**src/rtl/ivt_port_pkg.sv**
```systemverilog
package ivt_port_pkg;
  localparam int NUM_CH  = 3;
  localparam int BYTE_W  = 8;
  localparam int COUNT_W = 2 * BYTE_W;
  localparam int MODE_W  = 3;

  typedef enum logic [1:0] {
    ACC_CAPTURE = 2'd0,
    ACC_LO      = 2'd1,
    ACC_HI      = 2'd2,
    ACC_WORD    = 2'd3
  } access_e;

  typedef struct packed {
    logic [NUM_CH-1:0] cfgWr;
    logic [NUM_CH-1:0] cntCap;
    logic [NUM_CH-1:0] stsCap;
    logic [NUM_CH-1:0] dataWr;
    logic [NUM_CH-1:0] dataRd;
    logic              ctlRd;
    access_e           access;
    logic [MODE_W-1:0] mode;
    logic              bcd;
    logic [BYTE_W-1:0] wrByte;
  } portStrobe_t;
endpackage

```
**src/rtl/ivt_port_decode.sv**
```systemverilog
module ivt_port_decode
  import ivt_port_pkg::*;
(
  input  logic              wrEn,
  input  logic              rdEn,
  input  logic [1:0]        addr,
  input  logic [BYTE_W-1:0] wrData,
  output portStrobe_t       strb
);
  logic [1:0] chSel;
  assign chSel = wrData[7:6];

  always_comb begin
    strb        = '0;
    strb.wrByte = wrData;
    strb.access = access_e'(wrData[5:4]);
    strb.bcd    = wrData[0];
    // fold 6 -> 2 and 7 -> 3
    strb.mode   = {wrData[3] & ~wrData[2], wrData[2:1]};
    if (wrEn) begin
      if (addr == 2'd3) begin
        if (chSel == 2'd3) begin
          for (int c = 0; c < NUM_CH; c++) begin
            if (wrData[c+1]) begin
              strb.cntCap[c] = ~wrData[5];
              strb.stsCap[c] = ~wrData[4];
            end
          end
        end else if (wrData[5:4] == 2'd0) begin
          strb.cntCap[chSel] = 1'b1;
        end else begin
          strb.cfgWr[chSel] = 1'b1;
        end
      end else begin
        strb.dataWr[addr] = 1'b1;
      end
    end else if (rdEn) begin
      if (addr == 2'd3) strb.ctlRd = 1'b1;
      else              strb.dataRd[addr] = 1'b1;
    end
  end
endmodule

```
**src/rtl/ivt_port_regs.sv**
```systemverilog
module ivt_port_regs
  import ivt_port_pkg::*;
(
  input  logic                       clk,
  input  logic                       rstN,
  input  portStrobe_t                strb,
  input  logic [NUM_CH*COUNT_W-1:0]  chLiveCount,
  input  logic [NUM_CH-1:0]          chOut,
  input  logic [NUM_CH-1:0]          chLoaded,
  output logic [NUM_CH-1:0]          chLoad,
  output logic [NUM_CH*COUNT_W-1:0]  chLoadValue,
  output logic [NUM_CH*MODE_W-1:0]   chMode,
  output logic [NUM_CH-1:0]          chBcd,
  output logic [BYTE_W-1:0]          rdData,
  output logic                       rdValid
);
  logic [NUM_CH*BYTE_W-1:0] chBytes;

  for (genvar g = 0; g < NUM_CH; g++) begin : gCh
    access_e             accessQ;
    logic [MODE_W-1:0]   modeQ;
    logic                bcdQ, wrHiQ, rdHiQ, stsHeldQ, nullQ, loadQ;
    logic [BYTE_W-1:0]   wrLowQ, stsQ, rdByte;
    logic [1:0]          cntHeldQ;   // 0 none, 1 low only, 2 high next, 3 low then high
    logic [COUNT_W-1:0]  heldCntQ, loadValQ, live, loadVal;
    logic                loadNow;

    assign live = chLiveCount[g*COUNT_W +: COUNT_W];

    always_comb begin
      loadNow = 1'b0;
      loadVal = '0;
      if (strb.dataWr[g]) begin
        unique case (accessQ)
          ACC_LO: begin loadNow = 1'b1; loadVal = {{BYTE_W{1'b0}}, strb.wrByte}; end
          ACC_HI: begin loadNow = 1'b1; loadVal = {strb.wrByte, {BYTE_W{1'b0}}}; end
          default: if (wrHiQ) begin loadNow = 1'b1; loadVal = {strb.wrByte, wrLowQ}; end
        endcase
      end
    end

    always_comb begin
      if (stsHeldQ)                                rdByte = stsQ;
      else if (cntHeldQ == 2'd1 || cntHeldQ == 2'd3) rdByte = heldCntQ[BYTE_W-1:0];
      else if (cntHeldQ == 2'd2)                   rdByte = heldCntQ[COUNT_W-1:BYTE_W];
      else begin
        unique case (accessQ)
          ACC_LO:  rdByte = live[BYTE_W-1:0];
          ACC_HI:  rdByte = live[COUNT_W-1:BYTE_W];
          default: rdByte = rdHiQ ? live[COUNT_W-1:BYTE_W] : live[BYTE_W-1:0];
        endcase
      end
    end

    always_ff @(posedge clk or negedge rstN) begin
      if (!rstN) begin
        accessQ  <= ACC_WORD;
        modeQ    <= '0;
        bcdQ     <= 1'b0;
        wrHiQ    <= 1'b0;
        rdHiQ    <= 1'b0;
        wrLowQ   <= '0;
        cntHeldQ <= 2'd0;
        heldCntQ <= '0;
        stsHeldQ <= 1'b0;
        stsQ     <= '0;
        nullQ    <= 1'b0;
        loadQ    <= 1'b0;
        loadValQ <= '0;
      end else begin
        loadQ <= loadNow;
        if (strb.cfgWr[g]) begin
          accessQ <= strb.access;
          modeQ   <= strb.mode;
          bcdQ    <= strb.bcd;
          wrHiQ   <= 1'b0;
          rdHiQ   <= 1'b0;
        end
        if (strb.cntCap[g] && cntHeldQ == 2'd0) begin
          cntHeldQ <= accessQ;
          heldCntQ <= live;
        end
        if (strb.stsCap[g] && !stsHeldQ) begin
          stsHeldQ <= 1'b1;
          stsQ     <= {chOut[g], nullQ, accessQ, modeQ, bcdQ};
        end
        if (strb.dataWr[g] && accessQ == ACC_WORD) begin
          wrHiQ <= ~wrHiQ;
          if (!wrHiQ) wrLowQ <= strb.wrByte;
        end
        if (loadNow) begin
          loadValQ <= loadVal;
          nullQ    <= 1'b1;
        end else if (chLoaded[g]) begin
          nullQ    <= 1'b0;
        end
        if (strb.dataRd[g]) begin
          if (stsHeldQ)                stsHeldQ <= 1'b0;
          else if (cntHeldQ != 2'd0)   cntHeldQ <= (cntHeldQ == 2'd3) ? 2'd2 : 2'd0;
          else if (accessQ == ACC_WORD) rdHiQ   <= ~rdHiQ;
        end
      end
    end

    assign chBytes[g*BYTE_W +: BYTE_W]      = rdByte;
    assign chLoad[g]                        = loadQ;
    assign chLoadValue[g*COUNT_W +: COUNT_W] = loadValQ;
    assign chMode[g*MODE_W +: MODE_W]       = modeQ;
    assign chBcd[g]                         = bcdQ;
  end

  logic [BYTE_W-1:0] rdNext;
  always_comb begin
    rdNext = '0;
    for (int c = 0; c < NUM_CH; c++)
      if (strb.dataRd[c]) rdNext = chBytes[c*BYTE_W +: BYTE_W];
  end

  always_ff @(posedge clk or negedge rstN) begin
    if (!rstN) begin
      rdData  <= '0;
      rdValid <= 1'b0;
    end else begin
      rdValid <= (|strb.dataRd) | strb.ctlRd;
      if ((|strb.dataRd) | strb.ctlRd) rdData <= rdNext;
    end
  end
endmodule

```
**src/rtl/ivt_port.sv**
```systemverilog
module ivt_port
  import ivt_port_pkg::*;
(
  input  logic                       clk,
  input  logic                       rstN,
  input  logic                       wrEn,
  input  logic                       rdEn,
  input  logic [1:0]                 addr,
  input  logic [BYTE_W-1:0]          wrData,
  output logic [BYTE_W-1:0]          rdData,
  output logic                       rdValid,
  output logic [NUM_CH-1:0]          chLoad,
  output logic [NUM_CH*COUNT_W-1:0]  chLoadValue,
  input  logic [NUM_CH*COUNT_W-1:0]  chLiveCount,
  input  logic [NUM_CH-1:0]          chOut,
  input  logic [NUM_CH-1:0]          chLoaded,
  output logic [NUM_CH*MODE_W-1:0]   chMode,
  output logic [NUM_CH-1:0]          chBcd
);
  portStrobe_t strb;

  ivt_port_decode u_decode (
    .wrEn(wrEn), .rdEn(rdEn), .addr(addr), .wrData(wrData), .strb(strb)
  );

  ivt_port_regs u_regs (
    .clk(clk), .rstN(rstN), .strb(strb),
    .chLiveCount(chLiveCount), .chOut(chOut), .chLoaded(chLoaded),
    .chLoad(chLoad), .chLoadValue(chLoadValue), .chMode(chMode),
    .chBcd(chBcd), .rdData(rdData), .rdValid(rdValid)
  );
endmodule

```
**config.mk**
```make
export PLATFORM = sky130hd
export DESIGN_NAME = ivt_port
export DESIGN_NICKNAME = d
export VERILOG_FILES = /design/src/rtl/ivt_port_pkg.sv /design/src/rtl/ivt_port_decode.sv /design/src/rtl/ivt_port_regs.sv /design/src/rtl/ivt_port.sv
export SDC_FILE = /design/constraint.sdc
export NUM_CORES = 1
export LEC_CHECK = 0
export ABC_AREA = 0
export BUFFER_PORTS_ARGS = -buffer_cell sky130_fd_sc_hd__buf_2
export CAP_MARGIN = 40
export CORE_AREA = 2 2 165 167
export DETAILED_ROUTE_END_ITERATION = 6
export DIE_AREA = 0 0 167 169
export GPL_TIMING_DRIVEN = 0
export SLEW_MARGIN = 20
export SYNTH_ARGS = -nofsm -noshare
export SYNTH_HDL_FRONTEND = slang
export SYNTH_SLANG_ARGS = --single-unit
```
**constraint.sdc**
```tcl
create_clock -name clk -period 3.18 [get_ports clk]
set_input_delay 0.159 -clock clk [delete_from_list [all_inputs] [get_ports clk]]
set_output_delay 0.159 -clock clk [all_outputs]
set_load 0.03 [all_outputs]
```
==> metrics.txt, run 1 <==
# TYPE chip_impl_metric gauge
chip_impl_info{name="outcome",value="finished, final reports clean"} 1
chip_impl_metric{name="synth_warnings",unit=""} 0
chip_impl_metric{name="relSlewSlack",unit="%"} 47.4
chip_impl_metric{name="whs",unit="ns"} 0.0106
chip_impl_metric{name="fp.coreArea",unit="sq um"} 26500
chip_impl_metric{name="layout_worst_path_cycle_share",unit="%"} 92.5
chip_impl_info{name="synthTopCellsByArea",value="sky130_fd_sc_hd__dfrtp_1 (51%), sky130_fd_sc_hd__mux2_2 (14%), sky130_fd_sc_hd__nand2_1 (3.8%)"} 1
chip_impl_metric{name="cts_post_setup_buffers_inserted",unit=""} 0
chip_impl_metric{name="rows",unit=""} 60
chip_impl_info{name="grt.busiest_layer",value="met2"} 1
chip_impl_metric{name="fillCellCount",unit=""} 2569
chip_impl_info{name="rsz0062_at_grt",value="no"} 1
chip_impl_metric{name="gp_routability_congestion",unit=""} 0.848
chip_impl_info{name="mostFrequentLayoutCell",value="sky130_fd_sc_hd__dfrtp_1"} 1
chip_impl_metric{name="numPlacedInstances",unit=""} 1321
chip_impl_metric{name="mux_share_of_post_synthesis_cell_area",unit="%"} 15.5
chip_impl_metric{name="insertion_delay",unit="ns"} 0.43
chip_impl_metric{name="share_of_the_synthesized_area_in_compound_gates_ao_oa_aoi_oai",unit="%"} 15.4
chip_impl_metric{name="die-width",unit="um"} 167
chip_impl_metric{name="initial_antenna_violation_count",unit=""} 3
chip_impl_metric{name="relative_area_change_from_synthesis_to_final_layout",unit="%"} 23.9
chip_impl_metric{name="number_of_detailed_route_iterations_in_the_first_pass",unit=""} 6
chip_impl_info{name="cp-start-kind",value="register"} 1
chip_impl_metric{name="clkTransAtPathRegs",unit="ns"} 0.07
chip_impl_metric{name="via_count_of_the_first_global_routing_pass",unit=""} 7421
chip_impl_metric{name="numCtsBuffers",unit=""} 17
chip_impl_metric{name="ctsResizeCount",unit=""} 0
chip_impl_metric{name="drc",unit=""} 0
chip_impl_metric{name="synth.top_cell.area_share",unit="%"} 50.8
chip_impl_metric{name="post_synth_fa_ha_maj_area_fraction",unit="%"} 1.23
chip_impl_metric{name="drt_iter0_drc",unit=""} 579
chip_impl_metric{name="drtAntennaViolNets",unit=""} 0
chip_impl_metric{name="min_period",unit="ns"} 2.94
chip_impl_metric{name="p_leak",unit="nW"} 5.31
chip_impl_metric{name="mappedNetlistArea",unit="sq um"} 9170
chip_impl_metric{name="pin_count",unit=""} 140
chip_impl_metric{name="max_slew.worst_pin.slew",unit="ns"} 0.783
chip_impl_metric{name="clock_tree.buffer_depth",unit=""} 2
chip_impl_metric{name="placed_area",unit="sq um"} 10300
chip_impl_metric{name="synth_edf_count",unit=""} 0
chip_impl_metric{name="final.setup_skew",unit="ns"} 0.0105
chip_impl_metric{name="critPathBufInv",unit=""} 3
chip_impl_info{name="worst_setup_path_end_kind",value="register"} 1
chip_impl_info{name="critical_path.most_common_cell",value="sky130_fd_sc_hd__clkbuf_1"} 1
chip_impl_metric{name="synth_cell_types",unit=""} 48
chip_impl_info{name="worstSetupPathType",value="reg -> reg"} 1
chip_impl_metric{name="maximum_number_of_pins_on_one_net_before_global_route_repair",unit=""} 76
chip_impl_metric{name="global_route.usage.met2",unit="%"} 32.3
chip_impl_info{name="cts_root_buf",value="sky130_fd_sc_hd__clkbuf_16"} 1
chip_impl_metric{name="syn_avg_cell_area",unit="sq um"} 10.9
chip_impl_metric{name="critPathArrivalTime",unit="ns"} 3.24
chip_impl_metric{name="drt-total-wl",unit="um"} 26900
chip_impl_metric{name="worstPathRequired",unit="ns"} 3.48
chip_impl_metric{name="initial_utilization",unit="%"} 34.6
chip_impl_metric{name="drt-vias-per-instance",unit=""} 5.24
chip_impl_metric{name="finish.cell_count_without_fillers",unit=""} 1401
chip_impl_info{name="yosysTopAreaCell",value="sky130_fd_sc_hd__dfrtp_1"} 1
chip_impl_metric{name="groute.layer.met1.usage",unit="%"} 25.0
chip_impl_metric{name="yosys.area_share.xor_xnor",unit="%"} 0
chip_impl_info{name="timing.critical_path.max_delay_family",value="compound AO/OA/AOI/OAI gates"} 1
chip_impl_metric{name="place_hpwl",unit="um"} 18900
chip_impl_metric{name="maxCapViolations",unit=""} 0
chip_impl_metric{name="die_y",unit="um"} 169
chip_impl_metric{name="syn_inst",unit=""} 843
chip_impl_metric{name="clock_sink_count",unit=""} 192
chip_impl_info{name="yosys_most_used_dff",value="sky130_fd_sc_hd__dfrtp_1"} 1
chip_impl_metric{name="crit_path_max_incr_delay",unit="ns"} 0.56
chip_impl_metric{name="grt_util_met3",unit="%"} 3.81
chip_impl_metric{name="report.final.setup_viol",unit=""} 0
chip_impl_metric{name="irDropWorstVdd",unit="V"} 0.000343
chip_impl_metric{name="worstPathMaxFanout",unit=""} 10
chip_impl_metric{name="num_vias",unit=""} 7340
chip_impl_metric{name="achievable-frequency",unit="MHz"} 340
chip_impl_metric{name="total_grt_usage",unit="%"} 18.9
chip_impl_metric{name="report.final.slew_viol_count",unit=""} 0
chip_impl_metric{name="final_report_hold_violation_count",unit=""} 0
chip_impl_metric{name="postLayoutCellArea",unit="sq um"} 11400
chip_impl_metric{name="nNetsFinal",unit=""} 1122
chip_impl_metric{name="cts.htree.levels",unit=""} 4
chip_impl_info{name="timing.critical_path.cells",value="inv_1, ha_1, clkbuf_1, clkbuf_1, a21oi_1, a211o_1, a32oi_1, o21ai_0"} 1
chip_impl_metric{name="grt_overflow",unit=""} 0
chip_impl_metric{name="global_route_wire_length_before_repair",unit="um"} 41500
chip_impl_metric{name="power_density",unit="nW/um^2"} 734
chip_impl_metric{name="synth_simple_gate_area_share",unit="%"} 11.2
chip_impl_info{name="hold_path.class",value="in -> reg"} 1
chip_impl_info{name="critical_path.slowest_cell",value="sky130_fd_sc_hd__dfstp_2"} 1
chip_impl_metric{name="synth_nets",unit=""} 920
chip_impl_metric{name="ys_async_sr_fraction",unit="%"} 100
chip_impl_metric{name="routed_wire_length_per_instance",unit="um"} 19.2
chip_impl_info{name="cts_tree",value="yes"} 1
chip_impl_metric{name="placement.io_buffers",unit=""} 134
chip_impl_metric{name="drive_above_1_share",unit="%"} 30.0
chip_impl_metric{name="ys_ff_latch",unit=""} 192
chip_impl_metric{name="synth_sequential_area_ratio",unit="%"} 52.5
chip_impl_metric{name="dieArea",unit="sq um"} 28200
chip_impl_info{name="layout_common_cells",value="sky130_fd_sc_hd__dfrtp_1 (186), sky130_fd_sc_hd__buf_2 (146), sky130_fd_sc_hd__mux2_2 (111)"} 1
chip_impl_info{name="synth_top_family_by_area",value="multiplexers"} 1
-- cell type report --
| type | count | area (sq um) | area share [%] |
|---|---|---|---|
| sequential | 192 | 4810 | 42.3 |
| inverter | 23 | 86.3 | 0.760 |
| tap | 341 | 427 | 3.75 |
| timing repair buffer | 183 | 1200 | 10.6 |
| antenna | 2 | 5.00 | 0.0440 |
| buffer | 70 | 305 | 2.69 |
| clock buffer | 23 | 478 | 4.21 |
| clock inverter | 9 | 83.8 | 0.738 |
| multi-input combinational | 558 | 3970 | 34.9 |
-- registers in the layout, summed over array words and instances (netlist names) --
| name | flops |
|---|---|
| u_regs.rdValid | 1 |
| u_regs.rdData | 8 |
| u_regs.gCh.loadQ | 3 |
| u_regs.gCh.heldCntQ | 48 |
| u_regs.gCh.accessQ | 6 |
| u_regs.gCh.wrHiQ | 3 |
| u_regs.gCh.modeQ | 9 |
| u_regs.gCh.wrLowQ | 24 |
| u_regs.gCh.stsQ | 24 |
| u_regs.gCh.stsHeldQ | 3 |
| u_regs.gCh.cntHeldQ | 6 |
| u_regs.gCh.rdHiQ | 3 |
| u_regs.gCh.bcdQ | 3 |
| u_regs.gCh.loadValQ | 48 |
| u_regs.gCh.nullQ | 3 |
-- metal layers --
layer | share of wire, % | wire length (um)
met2 | 49 | 13200
met5 | 0.041 | 11
met4 | 0.70 | 187
met3 | 4.6 | 1250
met1 | 46 | 12200
-- cell families after synthesis --
| group | Yosys count |
|---|---|
| simple gates | 215 |
| buf+inv | 93 |
| fa+ha+maj | 9 |
| mux | 128 |
| flops | 192 |
| compound gates | 206 |
-- where the power goes --
group / leakage (nW) / internal (W) / switching [W] / total [W]
Clock: 0.278 / 0.00115 / 0.000943 / 0.00209
Sequential: 2.47 / 0.00308 / 0.000365 / 0.00344
Combinational: 2.57 / 0.00101 / 0.00180 / 0.00281
-- metrics by stage --
stage	TNS (ns)	setup slack (ns)	utilization [%]	power (W)
finish	0	0.238	42.9	0.00834
global route	0	0.186	42.9	0.00879
global placement	-253.44	-1.38	38.7	0.00619
floorplan	0	0.972	-	0.00530
CTS	0	0.357	42.9	0.00839
detailed placement	0	0.360	39.0	0.00626
-- Yosys cell counts (2+ instances only) --
master	number
sky130_fd_sc_hd__a21o_1	3
sky130_fd_sc_hd__a21oi_1	33
sky130_fd_sc_hd__a221o_1	8
sky130_fd_sc_hd__a221oi_1	31
sky130_fd_sc_hd__a222oi_1	7
sky130_fd_sc_hd__a22o_1	11
sky130_fd_sc_hd__a22oi_1	16
sky130_fd_sc_hd__and2_1	3
sky130_fd_sc_hd__buf_1	5
sky130_fd_sc_hd__buf_2	12
sky130_fd_sc_hd__buf_4	7
sky130_fd_sc_hd__clkbuf_1	45
sky130_fd_sc_hd__clkinv_1	2
sky130_fd_sc_hd__dfrtp_1	186
sky130_fd_sc_hd__dfstp_2	6
sky130_fd_sc_hd__ha_1	9
sky130_fd_sc_hd__inv_1	21
sky130_fd_sc_hd__mux2_2	111
sky130_fd_sc_hd__mux2i_1	17
sky130_fd_sc_hd__nand2_1	94
sky130_fd_sc_hd__nand2b_1	8
sky130_fd_sc_hd__nand3_1	26
sky130_fd_sc_hd__nand3_2	2
sky130_fd_sc_hd__nand4_2	2
sky130_fd_sc_hd__nor2_1	43
sky130_fd_sc_hd__nor2_2	2
sky130_fd_sc_hd__nor2b_1	19
sky130_fd_sc_hd__nor3_1	2
sky130_fd_sc_hd__nor3b_1	4
sky130_fd_sc_hd__nor3b_4	2
sky130_fd_sc_hd__o21a_1	7
sky130_fd_sc_hd__o21ai_0	54
sky130_fd_sc_hd__o21ai_1	2
sky130_fd_sc_hd__o21bai_1	2
sky130_fd_sc_hd__o22ai_1	15
sky130_fd_sc_hd__o31ai_1	4
sky130_fd_sc_hd__o32ai_1	7
sky130_fd_sc_hd__or2_2	5
-- worst register-to-register path: cells and delay by family (launching register included) --
kind | cells | cell delay (ns)
adders and majority gates | 1 | 0.29
DFF | 1 | 0.56
buffers and inverters | 3 | 0.93
AOI/OAI and AO/OA | 4 | 1.02
-- path summary, 6_finish.rpt --
| path | startpoint | endpoint | slack, ns | depth (start not counted) |
|---|---|---|---|---|
| max reg2reg | u_regs.gCh[0].accessQ[0]$_DFFE_PN1P_ | u_regs.rdData[6]$_DFFE_PN0P_ | 0.24 | 8 |
| min | chLiveCount[5] | u_regs.gCh[0].heldCntQ[5]$_DFFE_PN0N_ | 0.01 | 2 |
| min in group asynchronous | rstN | u_regs.gCh[0].loadQ$_DFF_PN0_ | 0.22 | 2 |
| max in group asynchronous | rstN | u_regs.gCh[2].accessQ[1]$_DFFE_PN1P_ | 1.83 | 4 |
| min reg2reg | u_regs.gCh[2].loadValQ[15]$_DFFE_PN0P_ | u_regs.gCh[2].loadValQ[15]$_DFFE_PN0P_ | 0.46 | 2 |
| max | u_regs.gCh[0].accessQ[0]$_DFFE_PN1P_ | u_regs.rdData[6]$_DFFE_PN0P_ | 0.24 | 8 |
-- repair_timing --
action | 4_1_cts | 5_1_grt
hold buffers | 46 | 0
endpoints found under the setup margin | 0 | 0
endpoints found under the hold margin | 91 | 0
Power figures use the tool's default switching activity.
==> run 2, diff against run 1 <==
CELL_PAD_IN_SITES_DETAIL_PLACEMENT = 1   (was default)
CELL_PAD_IN_SITES_GLOBAL_PLACEMENT = 2   (was default)
PLACE_DENSITY_LB_ADDON = 0.1   (was default)
REMOVE_ABC_BUFFERS = 1   (was default)
==> run 2 against run 1 <==
Effect of this change: setup slack better by 0.065 ns; largest cell class unchanged; highest routed layer is now met4; via count is 2.6% lower; largest power group unchanged; utilization is 1.1 points lower.
==> metrics.txt, run 2 (same netlist as run 1, synthesis figures left out) <==
# TYPE chip_impl_metric gauge
chip_impl_info{name="outcome",value="finished, final reports clean"} 1
chip_impl_metric{name="cell_internal_pwr",unit="W"} 0.00527
chip_impl_metric{name="die_y",unit="um"} 169
chip_impl_metric{name="clkTransAtPathRegs",unit="ns"} 0.07
chip_impl_metric{name="initial_antenna_violation_count",unit=""} 0
chip_impl_metric{name="cts.htree.levels",unit=""} 4
chip_impl_metric{name="dieArea",unit="sq um"} 28200
chip_impl_metric{name="fillCellCount",unit=""} 2926
chip_impl_metric{name="global_route_wire_length_before_repair",unit="um"} 44400
chip_impl_metric{name="grt_overflow",unit=""} 0
chip_impl_metric{name="achievable-frequency",unit="MHz"} 348
chip_impl_metric{name="drc",unit=""} 0
chip_impl_metric{name="routed_wire_length_per_instance",unit="um"} 21.0
chip_impl_metric{name="total_grt_usage",unit="%"} 20.1
chip_impl_metric{name="worstPathMaxFanout",unit=""} 18
chip_impl_metric{name="pin_count",unit=""} 140
chip_impl_info{name="biggestRegsByFlops",value="u_regs.gCh.heldCntQ (48), u_regs.gCh.loadValQ (48)"} 1
chip_impl_metric{name="p_seq_share",unit="%"} 41.9
chip_impl_metric{name="number_of_detailed_route_iterations_in_the_first_pass",unit=""} 6
chip_impl_metric{name="via_count_of_the_first_global_routing_pass",unit=""} 7632
chip_impl_metric{name="p_leak",unit="nW"} 5.18
chip_impl_metric{name="insertion_delay",unit="ns"} 0.43
chip_impl_metric{name="postLayoutSetupSlackWorst",unit="ns"} 0.303
chip_impl_metric{name="critPathArrivalTime",unit="ns"} 3.18
chip_impl_metric{name="max_slew.worst_pin.slew",unit="ns"} 0.803
chip_impl_info{name="cp-start-kind",value="register"} 1
chip_impl_metric{name="worstPathRequired",unit="ns"} 3.49
chip_impl_info{name="critical_path.most_common_cell",value="sky130_fd_sc_hd__nand3_1"} 1
chip_impl_metric{name="gp_routability_congestion",unit=""} 0.776
chip_impl_metric{name="n_antenna_cell",unit=""} 0
chip_impl_metric{name="setup-tns-final",unit="ns"} 0
chip_impl_metric{name="initial_utilization",unit="%"} 34.6
chip_impl_metric{name="min_period",unit="ns"} 2.88
chip_impl_metric{name="dp_worst_setup_slack",unit="ns"} 0.232
chip_impl_info{name="timing.critical_path.cells",value="inv_1, ha_1, nand2b_1, nand3_1, clkinv_1, nand3_1, nand2_1"} 1
chip_impl_metric{name="nNetsFinal",unit=""} 1053
chip_impl_metric{name="fp.coreArea",unit="sq um"} 26500
chip_impl_info{name="worst_setup_path_end_kind",value="register"} 1
chip_impl_metric{name="comb_power_share",unit="%"} 32.1
chip_impl_metric{name="num_vias",unit=""} 7151
chip_impl_info{name="critical_path.slowest_cell",value="sky130_fd_sc_hd__clkinv_1"} 1
chip_impl_metric{name="clkPwrFrac",unit="%"} 26.0
chip_impl_metric{name="irDropWorstVdd",unit="V"} 0.000445
chip_impl_metric{name="die-width",unit="um"} 167
chip_impl_metric{name="report.final.setup_viol",unit=""} 0
chip_impl_metric{name="report.final.slew_viol_count",unit=""} 0
chip_impl_info{name="worstSetupPathType",value="reg -> reg"} 1
chip_impl_metric{name="relSlewSlack",unit="%"} 46.4
chip_impl_metric{name="whs",unit="ns"} 0.0146
chip_impl_metric{name="drt-vias-per-instance",unit=""} 5.38
chip_impl_metric{name="drt-total-wl",unit="um"} 27900
chip_impl_metric{name="place_hpwl",unit="um"} 19500
chip_impl_metric{name="crit_path_max_incr_delay",unit="ns"} 0.64
chip_impl_metric{name="final.setup_skew",unit="ns"} 0.0134
chip_impl_info{name="cts_root_buf",value="sky130_fd_sc_hd__clkbuf_16"} 1
chip_impl_metric{name="drive_above_1_share",unit="%"} 31.3
chip_impl_info{name="layout_common_cells",value="sky130_fd_sc_hd__dfrtp_1 (186), sky130_fd_sc_hd__buf_2 (140), sky130_fd_sc_hd__mux2_2 (111)"} 1
chip_impl_metric{name="rows",unit=""} 60
chip_impl_metric{name="clock_sink_count",unit=""} 192
chip_impl_metric{name="numCtsBuffers",unit=""} 17
chip_impl_metric{name="net-switching-power",unit="W"} 0.00315
chip_impl_metric{name="clock_tree.buffer_depth",unit=""} 2
chip_impl_info{name="hold_path.class",value="in -> reg"} 1
chip_impl_metric{name="relative_area_change_from_synthesis_to_final_layout",unit="%"} 20.8
chip_impl_metric{name="drtAntennaViolNets",unit=""} 0
chip_impl_metric{name="final_report_hold_violation_count",unit=""} 0
chip_impl_metric{name="drt_iter0_drc",unit=""} 326
chip_impl_info{name="cts_tree",value="yes"} 1
chip_impl_metric{name="maximum_number_of_pins_on_one_net_before_global_route_repair",unit=""} 93
chip_impl_metric{name="layout_worst_path_cycle_share",unit="%"} 90.5
chip_impl_metric{name="netSwitchingFraction",unit="%"} 37.4
chip_impl_info{name="mostFrequentLayoutCell",value="sky130_fd_sc_hd__dfrtp_1"} 1
chip_impl_metric{name="placement.io_buffers",unit=""} 139
chip_impl_metric{name="maxCapViolations",unit=""} 0
chip_impl_metric{name="cts_post_setup_buffers_inserted",unit=""} 0
chip_impl_metric{name="power_density",unit="nW/um^2"} 760
chip_impl_info{name="rsz0062_at_grt",value="no"} 1
run 2: cell count changes in the layout (fill, tap and decap cells not counted), sizes merged:
cell | before | now
clkbuf | 69 | 20
bufinv | 1 | 2
dlygate4sd3 | 46 | 39
buf | 161 | 145
diode | 2 | 0
clkinvlp | 1 | 3
clkinv | 7 | 5
inv | 23 | 24
run 2: power groups by stage:
stage	combinational, W	sequential [W]	clock (W)
2_1_floorplan	0.00114	0.00408	0
3_3_place_gp	0.00259	0.00353	0
3_5_place_dp	0.00269	0.00358	0
4_1_cts	0.00274	0.00354	0.00226
5_1_grt	0.00295	0.00362	0.00235
6_report	0.00270	0.00353	0.00219
run 2: metal layers:
layer	vias to the layer above	global-route usage [%]	part of all wire (%)
met1	3693	26.9	46
met2	140	34.9	50
met3	22	2.34	2.7
met5	-	0	0
li1	3296	-	-
met4	0	4.80	1.1
run 2: timing repair:
item / CTS / global route
hold endpoints to repair: 85 / 0
resized for setup: 0 / 1
setup endpoints to repair: 0 / 1
hold buffers: 39 / 0
run 2: area by class of cell:
class / instances / area (sq um) / share of cell area [%]
flip-flops and latches: 192 / 4810 / 43.4
multi-input cells: 558 / 3980 / 35.9
inverters: 23 / 86.3 / 0.779
well taps: 341 / 427 / 3.85
clock inverters: 11 / 128 / 1.15
clock buffers: 20 / 467 / 4.21
repair buffers: 184 / 1180 / 10.7
run 2: critical path: cells and delay by family (launching register included):
family,cells,cell delay (ns)
flops,1,0.60
simple gates,4,0.99
fa+ha+maj,1,0.46
buf+inv,2,0.72
run 2: worst paths after layout:
kind	from	end	slack [ns]	cells past startpoint
max	u_regs.gCh[1].accessQ[0]$_DFFE_PN1P_	u_regs.gCh[1].loadValQ[10]$_DFFE_PN0P_	0.30	7
min	chLiveCount[23]	u_regs.gCh[1].heldCntQ[7]$_DFFE_PN0N_	0.01	2
max reg2reg	u_regs.gCh[1].accessQ[0]$_DFFE_PN1P_	u_regs.gCh[1].loadValQ[10]$_DFFE_PN0P_	0.30	7
min reg2reg	u_regs.gCh[2].loadValQ[11]$_DFFE_PN0P_	u_regs.gCh[2].loadValQ[11]$_DFFE_PN0P_	0.46	2
max in group asynchronous	rstN	u_regs.gCh[2].accessQ[0]$_DFFE_PN1P_	2.13	3
min in group asynchronous	rstN	u_regs.gCh[0].heldCntQ[13]$_DFFE_PN0N_	0.22	2
run 2: through the flow:
stage	instance area (sq um)	cells	utilization (%)	power, W
CTS	11100	1329	41.8	0.00854
detailed placement	10100	1259	38.1	0.00628
floorplan	8860	773	-	0.00522
global route	11100	1329	41.8	0.00892
finish	11100	1329	41.8	0.00842
global placement	9990	1253	37.7	0.00613
